===== src/rtl/ctrlrx_pkg.sv =====
package ctrlrx_pkg;

  localparam int BYTE_W     = 8;
  localparam int WORD_W     = 16;
  localparam int WORD_BYTES = WORD_W / BYTE_W;
  localparam int ID_W       = 7;
  localparam int ID_ROW_BIT = 3;
  localparam int ID_POS_W   = 3;
  localparam int NUM_CMDS   = 6;

  localparam logic [BYTE_W-1:0] OP_WRITE  = 8'h9C;
  localparam logic [BYTE_W-1:0] OP_READ   = 8'h4E;
  localparam logic [BYTE_W-1:0] ID_GLOBAL = 8'h0F;
  localparam logic [1:0]        TRIG_LSBS = 2'b01;   // {D1, D0} of every trigger code

  // Index in this table is the cmdStb bit raised for that code.
  localparam logic [BYTE_W-1:0] CMD_CODES [NUM_CMDS] =
    '{8'hD2, 8'hE4, 8'h78, 8'h36, 8'hAA, 8'h63};

  typedef enum logic [1:0] {RX_IDLE, RX_BITS, RX_HUNT} rxState_t;

  typedef enum logic [2:0] {
    ST_OPCODE, ST_CHIPID, ST_ADDRLO, ST_ADDRHI, ST_DATALO, ST_DATAHI
  } txnState_t;

  // Control -> datapath: which word byte to capture this cycle.
  typedef struct packed {
    logic [WORD_BYTES-1:0] capAddr;
    logic [WORD_BYTES-1:0] capData;
  } dpCtl_t;

  // Datapath -> control: character events and identifier match.
  typedef struct packed {
    logic              charValid;
    logic [BYTE_W-1:0] charByte;
    logic              frameErr;
    logic              gapTimeout;
    logic              earlyTrig;
    logic              idOwn;
    logic              idGroup;
  } dpStat_t;

endpackage


===== src/rtl/ctrlrx_datapath.sv =====
module ctrlrx_datapath
  import ctrlrx_pkg::*;
#(
  parameter int MAX_GAP = 42
) (
  input  logic              clk,
  input  logic              rstN,
  input  logic              lineIn,
  input  logic [ID_W-1:0]   chipId,
  input  dpCtl_t            ctl,
  output dpStat_t           stat,
  output logic [WORD_W-1:0] regAddr,
  output logic [WORD_W-1:0] wrData
);

  localparam int BIT_W = $clog2(BYTE_W + 2);
  localparam int GAP_W = $clog2(MAX_GAP + 2);
  localparam logic [BIT_W-1:0] STOP_POS = BIT_W'(BYTE_W + 1);
  localparam logic [BIT_W-1:0] D1_POS   = BIT_W'(2);
  localparam logic [GAP_W-1:0] GAP_LAST = GAP_W'(MAX_GAP);
  localparam logic [GAP_W-1:0] GAP_SAT  = GAP_W'(MAX_GAP + 1);
  localparam int MOD_LSB = ID_ROW_BIT + 1;

  rxState_t          rxState;
  logic [BIT_W-1:0]  bitCnt;
  logic [BYTE_W-1:0] shReg;
  logic [BYTE_W-1:0] charByte;
  logic              charValid, frameErr, earlyTrig, gapTimeout;
  logic [GAP_W-1:0]  gapCnt;
  logic              outerRole, idOwn, idGroup;

  // Deserializer: start detect, LSB-first shift, stop check, early trigger.
  always_ff @(posedge clk or negedge rstN) begin
    if (!rstN) begin
      rxState   <= RX_IDLE;
      bitCnt    <= '0;
      shReg     <= '0;
      charByte  <= '0;
      charValid <= 1'b0;
      frameErr  <= 1'b0;
      earlyTrig <= 1'b0;
    end else begin
      charValid <= 1'b0;
      frameErr  <= 1'b0;
      earlyTrig <= 1'b0;
      unique case (rxState)
        RX_IDLE: begin
          if (!lineIn) begin
            rxState <= RX_BITS;
            bitCnt  <= BIT_W'(1);
          end
        end
        RX_BITS: begin
          if (bitCnt == STOP_POS) begin
            bitCnt <= '0;
            if (lineIn) begin
              charValid <= 1'b1;
              charByte  <= shReg;
              rxState   <= RX_IDLE;
            end else begin
              frameErr <= 1'b1;
              rxState  <= RX_HUNT;
            end
          end else begin
            shReg  <= {lineIn, shReg[BYTE_W-1:1]};
            bitCnt <= bitCnt + BIT_W'(1);
            if (bitCnt == D1_POS && {lineIn, shReg[BYTE_W-1]} == TRIG_LSBS)
              earlyTrig <= 1'b1;
          end
        end
        RX_HUNT: begin
          if (lineIn) rxState <= RX_IDLE;
        end
        default: rxState <= RX_IDLE;
      endcase
    end
  end

  // Idle-gap counter: counts idle samples between characters, saturating.
  always_ff @(posedge clk or negedge rstN) begin
    if (!rstN) begin
      gapCnt     <= '0;
      gapTimeout <= 1'b0;
    end else begin
      gapTimeout <= 1'b0;
      if (rxState == RX_IDLE && lineIn) begin
        if (gapCnt == GAP_LAST) begin
          gapTimeout <= 1'b1;
          gapCnt     <= GAP_SAT;
        end else if (gapCnt != GAP_SAT) begin
          gapCnt <= gapCnt + GAP_W'(1);
        end
      end else begin
        gapCnt <= '0;
      end
    end
  end

  // Word assembly for address and data, one byte per capture strobe.
  always_ff @(posedge clk or negedge rstN) begin
    if (!rstN) begin
      regAddr <= '0;
      wrData  <= '0;
    end else begin
      for (int b = 0; b < WORD_BYTES; b++) begin
        if (ctl.capAddr[b]) regAddr[b*BYTE_W +: BYTE_W] <= charByte;
        if (ctl.capData[b]) wrData[b*BYTE_W +: BYTE_W]  <= charByte;
      end
    end
  end

  // Identifier match against the strapped chip code.
  assign outerRole = |chipId[ID_W-1:MOD_LSB];
  assign idOwn     = (charByte == {1'b0, chipId});
  assign idGroup   = (charByte == ID_GLOBAL) ||
                     (outerRole &&
                      charByte == {1'b0, chipId[ID_W-1:ID_ROW_BIT], {ID_POS_W{1'b1}}});

  assign stat.charValid  = charValid;
  assign stat.charByte   = charByte;
  assign stat.frameErr   = frameErr;
  assign stat.gapTimeout = gapTimeout;
  assign stat.earlyTrig  = earlyTrig;
  assign stat.idOwn      = idOwn;
  assign stat.idGroup    = idGroup;

endmodule


===== src/rtl/ctrlrx_control.sv =====
module ctrlrx_control
  import ctrlrx_pkg::*;
(
  input  logic                clk,
  input  logic                rstN,
  input  dpStat_t             stat,
  output dpCtl_t              ctl,
  output logic                trigOut,
  output logic [NUM_CMDS-1:0] cmdStb,
  output logic                wrStb,
  output logic                rdReq
);

  txnState_t           state;
  logic                isRead, hitOwn, hitAny;
  logic [NUM_CMDS-1:0] cmdHit;

  for (genvar g = 0; g < NUM_CMDS; g++) begin : gCmd
    assign cmdHit[g] = (stat.charByte == CMD_CODES[g]);
  end

  always_ff @(posedge clk or negedge rstN) begin
    if (!rstN) begin
      state  <= ST_OPCODE;
      isRead <= 1'b0;
      hitOwn <= 1'b0;
      hitAny <= 1'b0;
      cmdStb <= '0;
      wrStb  <= 1'b0;
      rdReq  <= 1'b0;
    end else begin
      cmdStb <= '0;
      wrStb  <= 1'b0;
      rdReq  <= 1'b0;
      if (stat.frameErr || stat.gapTimeout) begin
        state <= ST_OPCODE;
      end else if (stat.charValid) begin
        unique case (state)
          ST_OPCODE: begin
            if (stat.charByte == OP_WRITE) begin
              isRead <= 1'b0;
              state  <= ST_CHIPID;
            end else if (stat.charByte == OP_READ) begin
              isRead <= 1'b1;
              state  <= ST_CHIPID;
            end else begin
              cmdStb <= cmdHit;
            end
          end
          ST_CHIPID: begin
            hitOwn <= stat.idOwn;
            hitAny <= stat.idOwn || stat.idGroup;
            state  <= ST_ADDRLO;
          end
          ST_ADDRLO: state <= ST_ADDRHI;
          ST_ADDRHI: begin
            if (isRead) begin
              rdReq <= hitOwn;
              state <= ST_OPCODE;
            end else begin
              state <= ST_DATALO;
            end
          end
          ST_DATALO: state <= ST_DATAHI;
          ST_DATAHI: begin
            wrStb <= hitAny;
            state <= ST_OPCODE;
          end
          default: state <= ST_OPCODE;
        endcase
      end
    end
  end

  assign trigOut     = stat.earlyTrig && (state == ST_OPCODE);
  assign ctl.capAddr = {stat.charValid && state == ST_ADDRHI,
                        stat.charValid && state == ST_ADDRLO};
  assign ctl.capData = {stat.charValid && state == ST_DATAHI,
                        stat.charValid && state == ST_DATALO};

endmodule


===== src/rtl/ctrl_rx_decoder.sv =====
module ctrl_rx_decoder
  import ctrlrx_pkg::*;
#(
  parameter int MAX_GAP = 42
) (
  input  logic                clk,
  input  logic                rstN,
  input  logic                lineIn,
  input  logic [ID_W-1:0]     chipId,
  output logic                trigOut,
  output logic [NUM_CMDS-1:0] cmdStb,
  output logic                wrStb,
  output logic                rdReq,
  output logic [WORD_W-1:0]   regAddr,
  output logic [WORD_W-1:0]   wrData
);

  dpCtl_t  ctl;
  dpStat_t stat;

  ctrlrx_datapath #(.MAX_GAP(MAX_GAP)) u_dp (
    .clk     (clk),
    .rstN    (rstN),
    .lineIn  (lineIn),
    .chipId  (chipId),
    .ctl     (ctl),
    .stat    (stat),
    .regAddr (regAddr),
    .wrData  (wrData)
  );

  ctrlrx_control u_ctl (
    .clk     (clk),
    .rstN    (rstN),
    .stat    (stat),
    .ctl     (ctl),
    .trigOut (trigOut),
    .cmdStb  (cmdStb),
    .wrStb   (wrStb),
    .rdReq   (rdReq)
  );

endmodule


===== config.mk =====
export PLATFORM = sky130hd
export DESIGN_NAME = ctrl_rx_decoder
export DESIGN_NICKNAME = d
export VERILOG_FILES = /design/src/rtl/ctrlrx_pkg.sv /design/src/rtl/ctrlrx_datapath.sv /design/src/rtl/ctrlrx_control.sv /design/src/rtl/ctrl_rx_decoder.sv
export SDC_FILE = /design/constraint.sdc
export NUM_CORES = 1
export LEC_CHECK = 0
export ABC_AREA = 1
export BUFFER_PORTS_ARGS = -buffer_cell sky130_fd_sc_hd__buf_2
export CAP_MARGIN = 20
export CORE_ASPECT_RATIO = 0.8
export CORE_MARGIN = 1.5
export CORE_UTILIZATION = 54
export DETAILED_ROUTE_END_ITERATION = 16
export PLACE_DENSITY = 0.85
export SLEW_MARGIN = 25
export SYNTH_ARGS = -nofsm -noshare
export SYNTH_HDL_FRONTEND = slang
export SYNTH_SLANG_ARGS = --single-unit
export TNS_END_PERCENT = 30

===== constraint.sdc =====
create_clock -name clk -period 2.3 [get_ports clk]
set_input_delay 0.115 -clock clk [delete_from_list [all_inputs] [get_ports clk]]
set_output_delay 0.115 -clock clk [all_outputs]
set_load 0.01 [all_outputs]

# Yosys cells after proc, flatten, opt, wreduce, memory -nomap -nowiden
# Index checks and enable logic that the tools add are counted.
# word_totals
ff_bits	78
inputBits	10
out_inout_bits	41
wordCells	118
# classes
n_addsub	2
eq_ne	28
n_mux	42
bitwise_logic	2
n_reduce_logical	24
# ops
cell	count
6-bit 2-to-1 mux	8
8-bit equality test, second input constant	4
8-bit by 7-bit equality test with 1-bit output, second input constant	3
1-bit 2-to-1 mux	20
8-bit by 7-bit equality test with 1-bit output	2
3-bit 2-to-1 mux	5
3-bit one-hot mux with 5 select lines	1
3-bit AND reduction	3
8-bit by 4-bit equality test with 1-bit output, second input constant	1
8-bit by 6-bit equality test with 1-bit output, second input constant	1
1-bit logical AND	8
2-bit 2-to-1 mux	4
4-bit 2-to-1 mux	2
4-bit one-hot mux with 2 select lines	1
6-bit by 1-bit adder with 6-bit output, second input constant	1
3-bit by 2-bit equality test with 1-bit output, second input constant	2
3-bit equality test, second input constant	2
6-bit equality test, second input constant	1
6-bit inequality test, second input constant	1
2-bit one-hot mux with 3 select lines	1
2-bit AND reduction	3
2-bit nonzero test	3
4-bit by 1-bit adder with 4-bit output, second input constant	1
2-bit by 1-bit equality test with 1-bit output, second input constant	2
14 further kinds	18

# Longest topological paths before layout
# Gate-level depths: netlist of run 1.
# depth
depth_word	6
ltp_mapped	9
mapped_depth_nobuf	9

# Modules after synthesis
# From an unflattened synthesis of run 1, not the netlist that was laid out.
# unflattened
cells_unflattened	418
hier_area_um2	3666.0
# modules_own_cells
module	instances	cells_per_inst	area_each_um2	seq_area_each_um2
ctrlrx_datapath	1	299	2827.7	1601.5
ctrlrx_control	1	119	838.3	350.3

# Worst setup path before layout of run 1
# OpenSTA, ideal clock, no wires.
# synth_path
path_type	reg-to-reg
from	reg u_dp.bitCnt[2]
to	reg u_dp.charByte[4]
setup_time_ns	0.126
arrival_time_ns	1.067
required_ns	2.174
path_slack_ns	1.107
stages_incl_launch_ff	8
n_path_buf	1
synth_period_minus_slack_ns	1.193
path_cell_list	dfrtp_1 -> inv_1 -> nand4_1 -> inv_1 -> nand3_1 -> buf_2 -> nand2_1 -> o21ai_0
# synth_via
elab_chain_len	2
# synth_lines
element	line	text
start, declared	ctrlrx_datapath.sv:25	logic [BIT_W-1:0] bitCnt;
start signal, assigned	ctrlrx_datapath.sv:66	bitCnt <= bitCnt + BIT_W'(1);
4-bit equality test	ctrlrx_datapath.sv:54	if (bitCnt == STOP_POS) begin
3-bit AND reduction (no source line)	-	
end signal, assigned	ctrlrx_datapath.sv:58	charByte <= shReg;
end, declared	ctrlrx_datapath.sv:27	logic [BYTE_W-1:0] charByte;
# Every way passes these cells.
# A chain may end at the register's enable or synchronous reset.

# Worst setup path after layout of run 1
# layout_path
from	reg u_ctl.state[1]
to	out trigOut
# layout_via
elab_chain_len	2
# layout_lines
element	line	text
start, declared	ctrlrx_control.sv:14	txnState_t state;
start signal, assigned	ctrlrx_control.sv:24	state <= ST_OPCODE;
start signal, assigned	ctrlrx_control.sv:36	state <= ST_OPCODE;
start signal, assigned	ctrlrx_control.sv:42	state <= ST_CHIPID;
3-bit logical NOT	ctrlrx_control.sv:75	assign trigOut = stat.earlyTrig && (state == ST_OPCODE);
1-bit logical AND	ctrlrx_control.sv:75	
end, declared	ctrl_rx_decoder.sv:10	output logic trigOut,
# Every way passes these cells.

==> metrics, run 1 <==
post-synthesis sequential area ratio 55.9%; initial antenna violation count 0; Post-Syn Nets 424; syn_area_per_cell 8.48 um2; Cell variety after synth 26; number of global-route vias before repair 2,736; most common cell after layout, fill and taps aside nand2_1; DR DRC count 0; slowest stage cell, crit path dfrtp_1; row count 26; Leak 2.14 nW; CP Capture Type output pin; final setup fails 0; I/O Pins 51; Max Fclk 0.645 GHz; Yosys warning count 0; slowest cell delay on critical path 520 ps; Core ar. 6310 um2; share of layout cells above drive strength 1 20.7%; period utilisation layout 67.4%; DIE WIDTH 92.9 um; Detail Placement HPWL 5.18 mm; CP arrival 1430 ps; CTS sink count 78; Final #Nets 480; TritonCTS clock tree yes; Max Clock Skew 8.24 ps; Worst VDD drop 0.614 mV; root buf cell clkbuf_8; overall die area 6960 um2; worst hold path type in2reg; via density per instance 5.20; Slew Limit Fails 0; area grow syn2layout 15.1%; most frequent cells in the layout 107 x nand2_1, 78 x dfrtp_1, 50 x buf_2; Num CTS Buffers 9; status finished clean; Overall Global Routing Usage 23.6%; Antenna Cells 0; Rel. slew slack 66.6%; wire length per cell 13.3 um; Worst-Skew Late Latency 360 ps; drt initial violations 224; overall power 3.56 mW; CTS max path bufs 2; Tmin final 1550 ps; gr ovfl total 0; Worst-Margin Slew 500 ps; gpl congestion 0.921; cts repair resizes 0; critical path peak fanout 8; crit-path cells nor2_4, nand2_1, nor2_1, buf_2; Pwr Density 885 nW/um2; Setup TNS 0 ps; Die H 74.9 um; Detail Route Antenna Nets 0; largest net degree at the start of global routing 79; max cap viols 0; first-pass GRT wire length 12.3 mm; routed wire length 7.42 mm; cell family with most CP delay flip-flops; element type at the critical path start flop; Seq cells post-synth 78; Post-Syn Area 3490 um2; crit path kind reg2out; final hold vios 0; H-tree levels 3; RSZ-0062 raised after global routing false; Pre-antenna DRT Iters 7; Crit path required time 2180 ps; Starting Density 55.4%; Clock transition at path regs 80 ps; Bufs and invs on worst path 1; PortBufs 50; cells after synthesis 412; via count 2,895
[metrics by stage]
step | cells | hold WS [ps] | util [%] | instance area, um2 | setup slack [ps]
2_1_floorplan | 412 | -181 | - | 3490 | 1110
3_3_place_gp | 539 | 179 | 60.5 | 3820 | 892
3_5_place_dp | 539 | 186 | 60.5 | 3820 | 856
4_1_cts | 557 | 164 | 63.7 | 4020 | 738
5_1_grt | 557 | 210 | 63.7 | 4020 | 627
6_report | 557 | 174 | 63.7 | 4020 | 750
[kinds of logic (layout without fill, tap and decap cells)]
group | Yosys count | count (layout) | share of synthesized area [%]
adder cells (fa/ha/maj) | 2 | 2 | 0.716
XOR/XNOR | 3 | 3 | 0.752
AO/OA/AOI/OAI | 68 | 68 | 10.8
AND/OR/NAND/NOR | 199 | 199 | 24.7
flip-flops | 78 | 78 | 55.9
buffers and inverters | 62 | 123 | 7.20
[final cells by class]
type / count / area [um2]
fillers: 526 / 2290
flip-flops and latches: 78 / 1950
multi-input cells: 272 / 1290
repair buffers: 53 / 290
inverters: 54 / 203
clock buffers: 9 / 124
well taps: 84 / 105
clock inverters: 7 / 57.6
[synthesized netlist by cell type]
cell type / n / share of area, %
dfrtp_1: 78 / 56
a21oi_1: 10 / 1.4
nand3_1: 22 / 3.2
o21ai_0: 38 / 5.4
o31ai_1: 1 / 0.21
nand4_1: 4 / 0.72
ha_1: 2 / 0.72
nor3_1: 3 / 0.43
o21ai_2: 8 / 2.0
nor2_1: 45 / 4.8
buf_6: 1 / 0.32
buf_4: 1 / 0.21
nand3_2: 4 / 1.1
and3_1: 1 / 0.18
inv_1: 47 / 5.1
nor2_4: 2 / 0.64
nand2_2: 4 / 0.72
nor2_2: 4 / 0.72
nor4_1: 2 / 0.36
o21ai_1: 10 / 1.4
buf_2: 6 / 0.86
a31o_2: 1 / 0.25
xor2_1: 3 / 0.75
nor3_2: 1 / 0.29
nand2_1: 107 / 11
inv_2: 7 / 0.75
[report_power, final]
group          switching, mW  internal [mW]  leakage, nW  total [mW]
sequential             0.201           1.56         1.05        1.76
combinational          0.636          0.239         1.00       0.875
clock                  0.524          0.401       0.0824       0.925
total                   1.36           2.20         2.14        3.56
[path summary, 6_finish.rpt]
kind	from	endpoint	slack (ps)	depth (start not counted)
setup / recovery	u_ctl.state[1]$_DFFE_PN0P_	trigOut	750	4
hold / removal	chipId[1]	u_ctl.hitOwn$_DFFE_PN0P_	170	6
setup reg to reg	u_dp.bitCnt[2]$_DFFE_PN0P_	u_dp.bitCnt[2]$_DFFE_PN0P_	830	5
hold reg to reg	u_dp.gapCnt[5]$_DFFE_PN0P_	u_dp.gapCnt[5]$_DFFE_PN0P_	470	1
max in group asynchronous	rstN	u_dp.charValid$_DFF_PN0_	1670	3
min in group asynchronous	rstN	u_dp.regAddr[2]$_DFFE_PN0P_	320	3
[what timing repair did]
action                    CTS  global route
setup buffers               0             0
hold endpoints to repair   79             0
hold buffers                2             0
[per-layer routing]
metal,share of wire (%),up-vias,wire (um),GRT usage (%)
met4,1.8,0,130,9.43
met5,0,-,0,0
met3,6.7,18,496,6.87
met1,45,1349,3310,30.8
met2,47,101,3480,37.7
li1,-,1427,-,-
[worst reg2reg max path: stages, from the launching register on]
cell	delay, ps
dfrtp_1	390
inv_1	90
nand4_1	140
nand2_1	380
nand2_1	170
and3_1	190
[flip-flops by register name (all words and copies together) (netlist names)]
name and count:
u_ctl.rdReq 1, u_dp.charValid 1, u_ctl.wrStb 1, u_ctl.hitOwn 1
u_ctl.state 3, u_ctl.hitAny 1, u_dp.frameErr 1, u_dp.bitCnt 4
u_dp.shReg 8, u_dp.gapCnt 6, u_dp.wrData 16, u_dp.gapTimeout 1
u_dp.charByte 8, u_dp.regAddr 16, u_dp.earlyTrig 1, u_ctl.isRead 1
u_dp.rxState 2, u_ctl.cmdStb 6
Power figures use the tool's default switching activity.
==> run 2, diff against run 1 <==
- ABC_AREA: 1 -> 0
- clock period: 2.3 -> 1.5 ns (I/O delays scaled with it)
==> run 2 against run 1 <==
Final area is 7.5% higher. Highest routed layer unchanged. Setup slack worse by 820 ps. Critical path type is now reg2reg. Clock power is 86% higher. Area after synthesis is 1.8% lower. Register-to-register slack worse by 900 ps. The flow now finishes with violations (setup timing). Non-clock buffer count is 30 higher. Power is 82% higher. Clock skew is 6.8 ps higher. Count of clock-buffer cells in the layout stayed put. Global-route usage is 0.27 points higher.
==> metrics, run 2 <==
Final #Nets 368 (-23%); DR DRC count 0 (unchanged); crit-path cells nor2_1, and3_1, buf_12, mux2_2; Clock transition at path regs 90 ps (about the same); cells after synthesis 277 (-33%); Slew Limit Fails 0 (unchanged); overall die area 6850 um2 (-1.7%); post-synth top area share 56.9% (+1.0 points); CTS sink count 78 (unchanged); critical path peak fanout 9 (+1); Pre-antenna DRT Iters 4 (-3); routed wire length 7.79 mm (+5.0%); CTS max path bufs 2 (unchanged); Leak 2.19 nW (+2.4%); post-synthesis sequential area ratio 56.9% (+1.0 points); Rel. slew slack 64.4% (-2.2 points); gpl congestion 0.835 (-9.3%); Max Clock Skew 15.0 ps (+6.80 ps); ys flop type dfrtp_1; R2R cell count 4 (-1); Pwr Density 1500 nW/um2 (+70%); Seq cells post-synth 78 (unchanged); Worst-Margin Slew 534 ps (+34.3 ps); crit path kind reg2reg; TritonCTS clock tree yes; Cell variety after synth 46 (+77%); failing checks setup timing; syn_area_per_cell 12.4 um2 (+46%); Num CTS Buffers 9 (unchanged); worst hold path type in2async; CP arrival 1810 ps (+380 ps); Post-Syn Area 3430 um2 (-1.8%); Detail Route Antenna Nets 0 (unchanged); DIE WIDTH 92.1 um (-0.86%); Die H 74.3 um (-0.85%); I/O Pins 51 (unchanged); final setup fails 13 (+13); Synth top cells by count 78 x dfrtp_1, 48 x mux2_2, 19 x nor2_1; most common cell after layout, fill and taps aside dfrtp_1; root buf cell clkbuf_8; PortBufs 50 (unchanged); Levels on crit path 4 (unchanged); Antenna Cells 0 (unchanged); most frequent cells in the layout 70 x dfrtp_1, 49 x buf_2, 44 x mux2_2; RSZ-0062 raised after global routing true; Crit path required time 1740 ps (-440 ps); CP Capture Type flop; Post-Syn Nets 289 (-32%); Yosys warning count 0 (unchanged); Tmin final 1570 ps; Setup WS pre-CTS -114 ps (-970 ps); largest net degree at the start of global routing 43 (-46%); ys async rst share 100% (unchanged); Bufs and invs on worst path 1 (unchanged); number of flops mapped to enable cells by yosys 0 (unchanged); area grow syn2layout 25.9%; gr ovfl total 0 (unchanged); final hold vios 0 (unchanged); element type at the critical path start flop; Worst-Skew Late Latency 360 ps (about the same); share of layout cells above drive strength 1 47.6% (+27 points); wire length per cell 17.6 um (+32%); via count 2,484 (-14%); top cells by area, synth dfrtp_1 57%, mux2_2 16%, xor2_1 2.3%; Detail Placement HPWL 5.24 mm (+1.2%); via density per instance 5.62 (+8.1%); max cap viols 0 (unchanged); first-pass GRT wire length 12.1 mm (-1.5%); number of global-route vias before repair 2,391 (-13%); row count 25 (-3.8%); Worst VDD drop 0.838 mV (+36%); fin util 71.6% (+7.9 points); cell family with most CP delay flip-flops; most common cell in the netlist dfrtp_1; status finished with violations; period utilisation layout 105%; slowest stage cell, crit path dfrtp_1; Overall Global Routing Usage 23.8% (+0.27 points); drt initial violations 206 (-8.0%); slowest cell delay on critical path 510 ps (about the same); initial antenna violation count 0 (unchanged); Starting Density 56.8% (+1.5 points); Core ar. 6040 um2 (-4.3%); top flop regs u_dp.regAddr x16, u_dp.wrData x16; post-synth top area cell dfrtp_1; worst setup margin -71.1 ps (-821 ps); Max Fclk 0.636 GHz; H-tree levels 3 (unchanged)
==> run 2: logic make-up after synthesis <==
kind of cell	Yosys count	share of synthesized area, %
simple gates	93	16.5
compound gates	25	4.67
xor+xnor	10	2.55
buf+inv	21	2.92
flops	78	56.9
mux	48	15.7
fa+ha+maj	2	0.729
==> run 2: repair_timing <==
action | CTS | global route
setup buffers | 0 | 3
gates resized for setup | 6 | 19
hold endpoints to repair | 42 | 0
cloned | 1 | 0
hold buffers | 2 | 0
setup endpoints to repair | 13 | 34
pin swaps | 2 | 4
==> run 2: routing by layer <==
| metal | up-vias | global-route usage (%) | share of wire [%] |
|---|---|---|---|
| li1 | 1138 | - | - |
| met1 | 1252 | 30.8 | 44 |
| met2 | 80 | 38.7 | 50 |
| met3 | 14 | 6.34 | 4.6 |
| met4 | 0 | 10.3 | 1.3 |
| met5 | - | 0 | 0 |
==> run 2: layout make-up <==
type	count	area (um2)
Timing Repair Buffer	83	556
Multi-Input combinational cell	179	1460
Clock buffer	9	124
Inverter	5	18.8
Fill cell	408	1720
Sequential cell	78	1960
Tap cell	81	101
Clock inverter	7	98.8
==> run 2: worst paths after layout <==
path | start | to | slack (ps)
min in group clk | chipId[2] | u_ctl.hitOwn$_DFFE_PN0P_ | 260
worst min-delay path | rstN | u_dp.wrData[0]$_DFFE_PN0P_ | 260
worst max-delay path | u_ctl.state[1]$_DFFE_PN0P_ | u_dp.wrData[7]$_DFFE_PN0P_ | -70
max in group asynchronous | rstN | u_dp.bitCnt[0]$_DFFE_PN0P_ | 660
worst min register to register | u_dp.wrData[15]$_DFFE_PN0P_ | u_dp.wrData[15]$_DFFE_PN0P_ | 500
worst max register to register | u_ctl.state[1]$_DFFE_PN0P_ | u_dp.wrData[7]$_DFFE_PN0P_ | -70
==> run 2: through the flow <==
stage                     hold WS, ps  area [um2]  instances  power, mW  setup TNS [ps]
final                             260        4320        442       6.48            -501
after global routing              272        4320        442       6.78           -1410
after CTS                         224        4240        439       6.25           -1.87
after detailed placement         89.9        3970        420       4.42            -756
after global placement           81.6        3970        420       4.31          -0.491
after floorplan                  -221        3430        277       3.72               0
==> run 2: worst register-to-register path: cells and delay by family, from the launching register on <==
family        cells  cell delay, ps
flops             1             510
simple gates      2             470
mux               1             340
buf+inv           1             140
==> run 2: power breakdown <==
part	switching [mW]	internal [mW]	total, mW
Clock	0.781	0.938	1.72
Combinational	0.942	1.02	1.96
Sequential	0.397	2.41	2.81
Total	2.12	4.37	6.48
==> run 3, diff against run 2 <==
- CORE_UTILIZATION: 54 -> 56
- PLACE_DENSITY: 0.85 -> 0.88
==> run 3 against run 2 <==
The run now ends clean. Largest cell class unchanged. First-iteration DRC count fell by 1.9%. Sequential share of layout area up 0.78 points. Via count fell by 2.1%. Non-clock buffer count fell by 2. Final area fell by 1.9%. Global-route usage down 2.3 points. Clock skew shrank 8.2 ps. Setup slack better by 87 ps. Largest power group unchanged. Critical path type is now reg2out.
==> metrics, run 3 (synthesis gave the netlist of run 2 again) <==
slowest stage cell, crit path dfrtp_1; TritonCTS clock tree yes; CP arrival 1410 ps (-400 ps); gpl congestion 0.851 (+2.0%); share of layout cells above drive strength 1 45.4% (-2.2 points); Overall Global Routing Usage 21.5% (-2.3 points); Final #Nets 366 (-0.54%); final hold vios 0 (unchanged); initial antenna violation count 0 (unchanged); worst hold path type in2reg; element type at the critical path start flop; wire length per cell 16.2 um (-8.1%); crit-path cells buf_4, nor4b_4, buf_2; area grow syn2layout 23.6%; routed wire length 7.13 mm (-8.5%); first-pass GRT wire length 10.9 mm (-10%); top flop regs u_dp.regAddr x16, u_dp.wrData x16; crit path kind reg2out; Pre-antenna DRT Iters 4 (unchanged); DR DRC count 0 (unchanged); CTS max path bufs 2 (unchanged); number of global-route vias before repair 2,228 (-6.8%); most common cell after layout, fill and taps aside dfrtp_1; Bufs and invs on worst path 2 (+1); Slew Limit Fails 0 (unchanged); period utilisation layout 98.9% (-5.8 points); Pwr Density 1390 nW/um2 (-7.4%); Die H 73.0 um (-1.7%); Tmin final 1480 ps (-87.1 ps); Num CTS Buffers 9 (unchanged); row count 25 (unchanged); Starting Density 58.1% (+1.2 points); # Post-CTS Setup Buffers 0 (unchanged); Rel. slew slack 73.0% (+8.7 points); via count 2,432 (-2.1%); CTS sink count 78 (unchanged); cell family with most CP delay flip-flops; max cap viols 0 (unchanged); fin util 71.7% (+0.14 points); I/O Pins 51 (unchanged); Max Clock Skew 6.85 ps (-8.19 ps); drt initial violations 202 (-1.9%); slowest cell delay on critical path 440 ps (-70 ps); status finished clean; Clock transition at path regs 70 ps (-20 ps); Worst-Skew Late Latency 350 ps (about the same); Crit path required time 1420 ps (-320 ps); CP Capture Type output pin; critical path peak fanout 6 (-3); overall power 5.89 mW (-9.2%); Worst-Margin Slew 405 ps (-130 ps); Max Fclk 0.674 GHz (+5.9%); final setup fails 0 (-13); H-tree levels 3 (unchanged); Leak 2.19 nW (+0.36%); DIE WIDTH 90.5 um (-1.7%); Antenna Cells 0 (unchanged); via density per instance 5.53 (-1.6%); PortBufs 50 (unchanged); gr ovfl total 0 (unchanged); Detail Placement HPWL 4.78 mm (-8.8%); most frequent cells in the layout 73 x dfrtp_1, 50 x buf_2, 48 x mux2_2; Core ar. 5910 um2 (-2.1%); root buf cell clkbuf_8; RSZ-0062 raised after global routing true; Detail Route Antenna Nets 0 (unchanged); largest net degree at the start of global routing 79 (+84%); Worst VDD drop 1.06 mV (+26%); overall die area 6610 um2 (-3.4%)
run 3: cell count changes in the layout (fill, tap and decap cells not counted), sizes merged:
cell	change
buf	-2
bufinv	-2
clkbuf	+1
clkinv	+3
clkinvlp	-2
run 3: final timing paths:
check	startpoint	endpoint	slack [ps]	cells after the start
max reg2reg	u_ctl.state[2]$_DFFE_PN0P_	u_ctl.cmdStb[0]$_DFF_PN0_	40	5
min in group asynchronous	rstN	u_dp.wrData[14]$_DFFE_PN0P_	290	3
max	u_ctl.state[0]$_DFFE_PN0P_	trigOut	20	3
max in group asynchronous	rstN	u_ctl.state[1]$_DFFE_PN0P_	850	3
min reg2reg	u_ctl.hitOwn$_DFFE_PN0P_	u_ctl.hitOwn$_DFFE_PN0P_	490	2
min	chipId[2]	u_ctl.hitOwn$_DFFE_PN0P_	220	5
run 3: per-stage QoR:
stage               setup slack, ps  instances  hold slack [ps]  area (um2)  setup TNS, ps
floorplan                      57.1        277             -221        3430              0
global placement               86.2        421              133        3970              0
detailed placement             44.9        421              141        3970              0
CTS                            17.2        439              204        4170              0
global route                  -76.4        440              234        4240           -407
finish                         16.0        440              218        4240              0
run 3: cell type report:
class	instances	area (um2)
flip-flops and latches	78	1960
fillers	376	1670
multi-input cells	179	1460
repair buffers	81	538
clock buffers	10	128
well taps	81	101
clock inverters	6	38.8
inverters	5	18.8
run 3: per-layer routing:
metal	global-route usage, %	routed length (um)	vias to the layer above
met4	8.11	82	0
met1	29.5	3210	1226
met3	6.04	287	9
met5	0	0	-
met2	32.9	3550	55
li1	-	-	1142
run 3: tightest hold or removal path: stages:
cell and delay [ps]:
buf_2 100, xor2_1 120, nor3_1 60, nand4_1 120, nand2_1 50
run 3: timing repair:
action                                  CTS  global route
endpoints found under the hold margin    80             0
endpoints found under the setup margin    1            30
pin swaps                                 0             1
gates cloned                              0             1
resized for setup                         3            14
hold buffers                              2             0
run 3: report_power, final:
part / internal (mW) / switching [mW]
registers: 2.40 / 0.365
clock network: 0.594 / 0.743
logic: 0.931 / 0.857
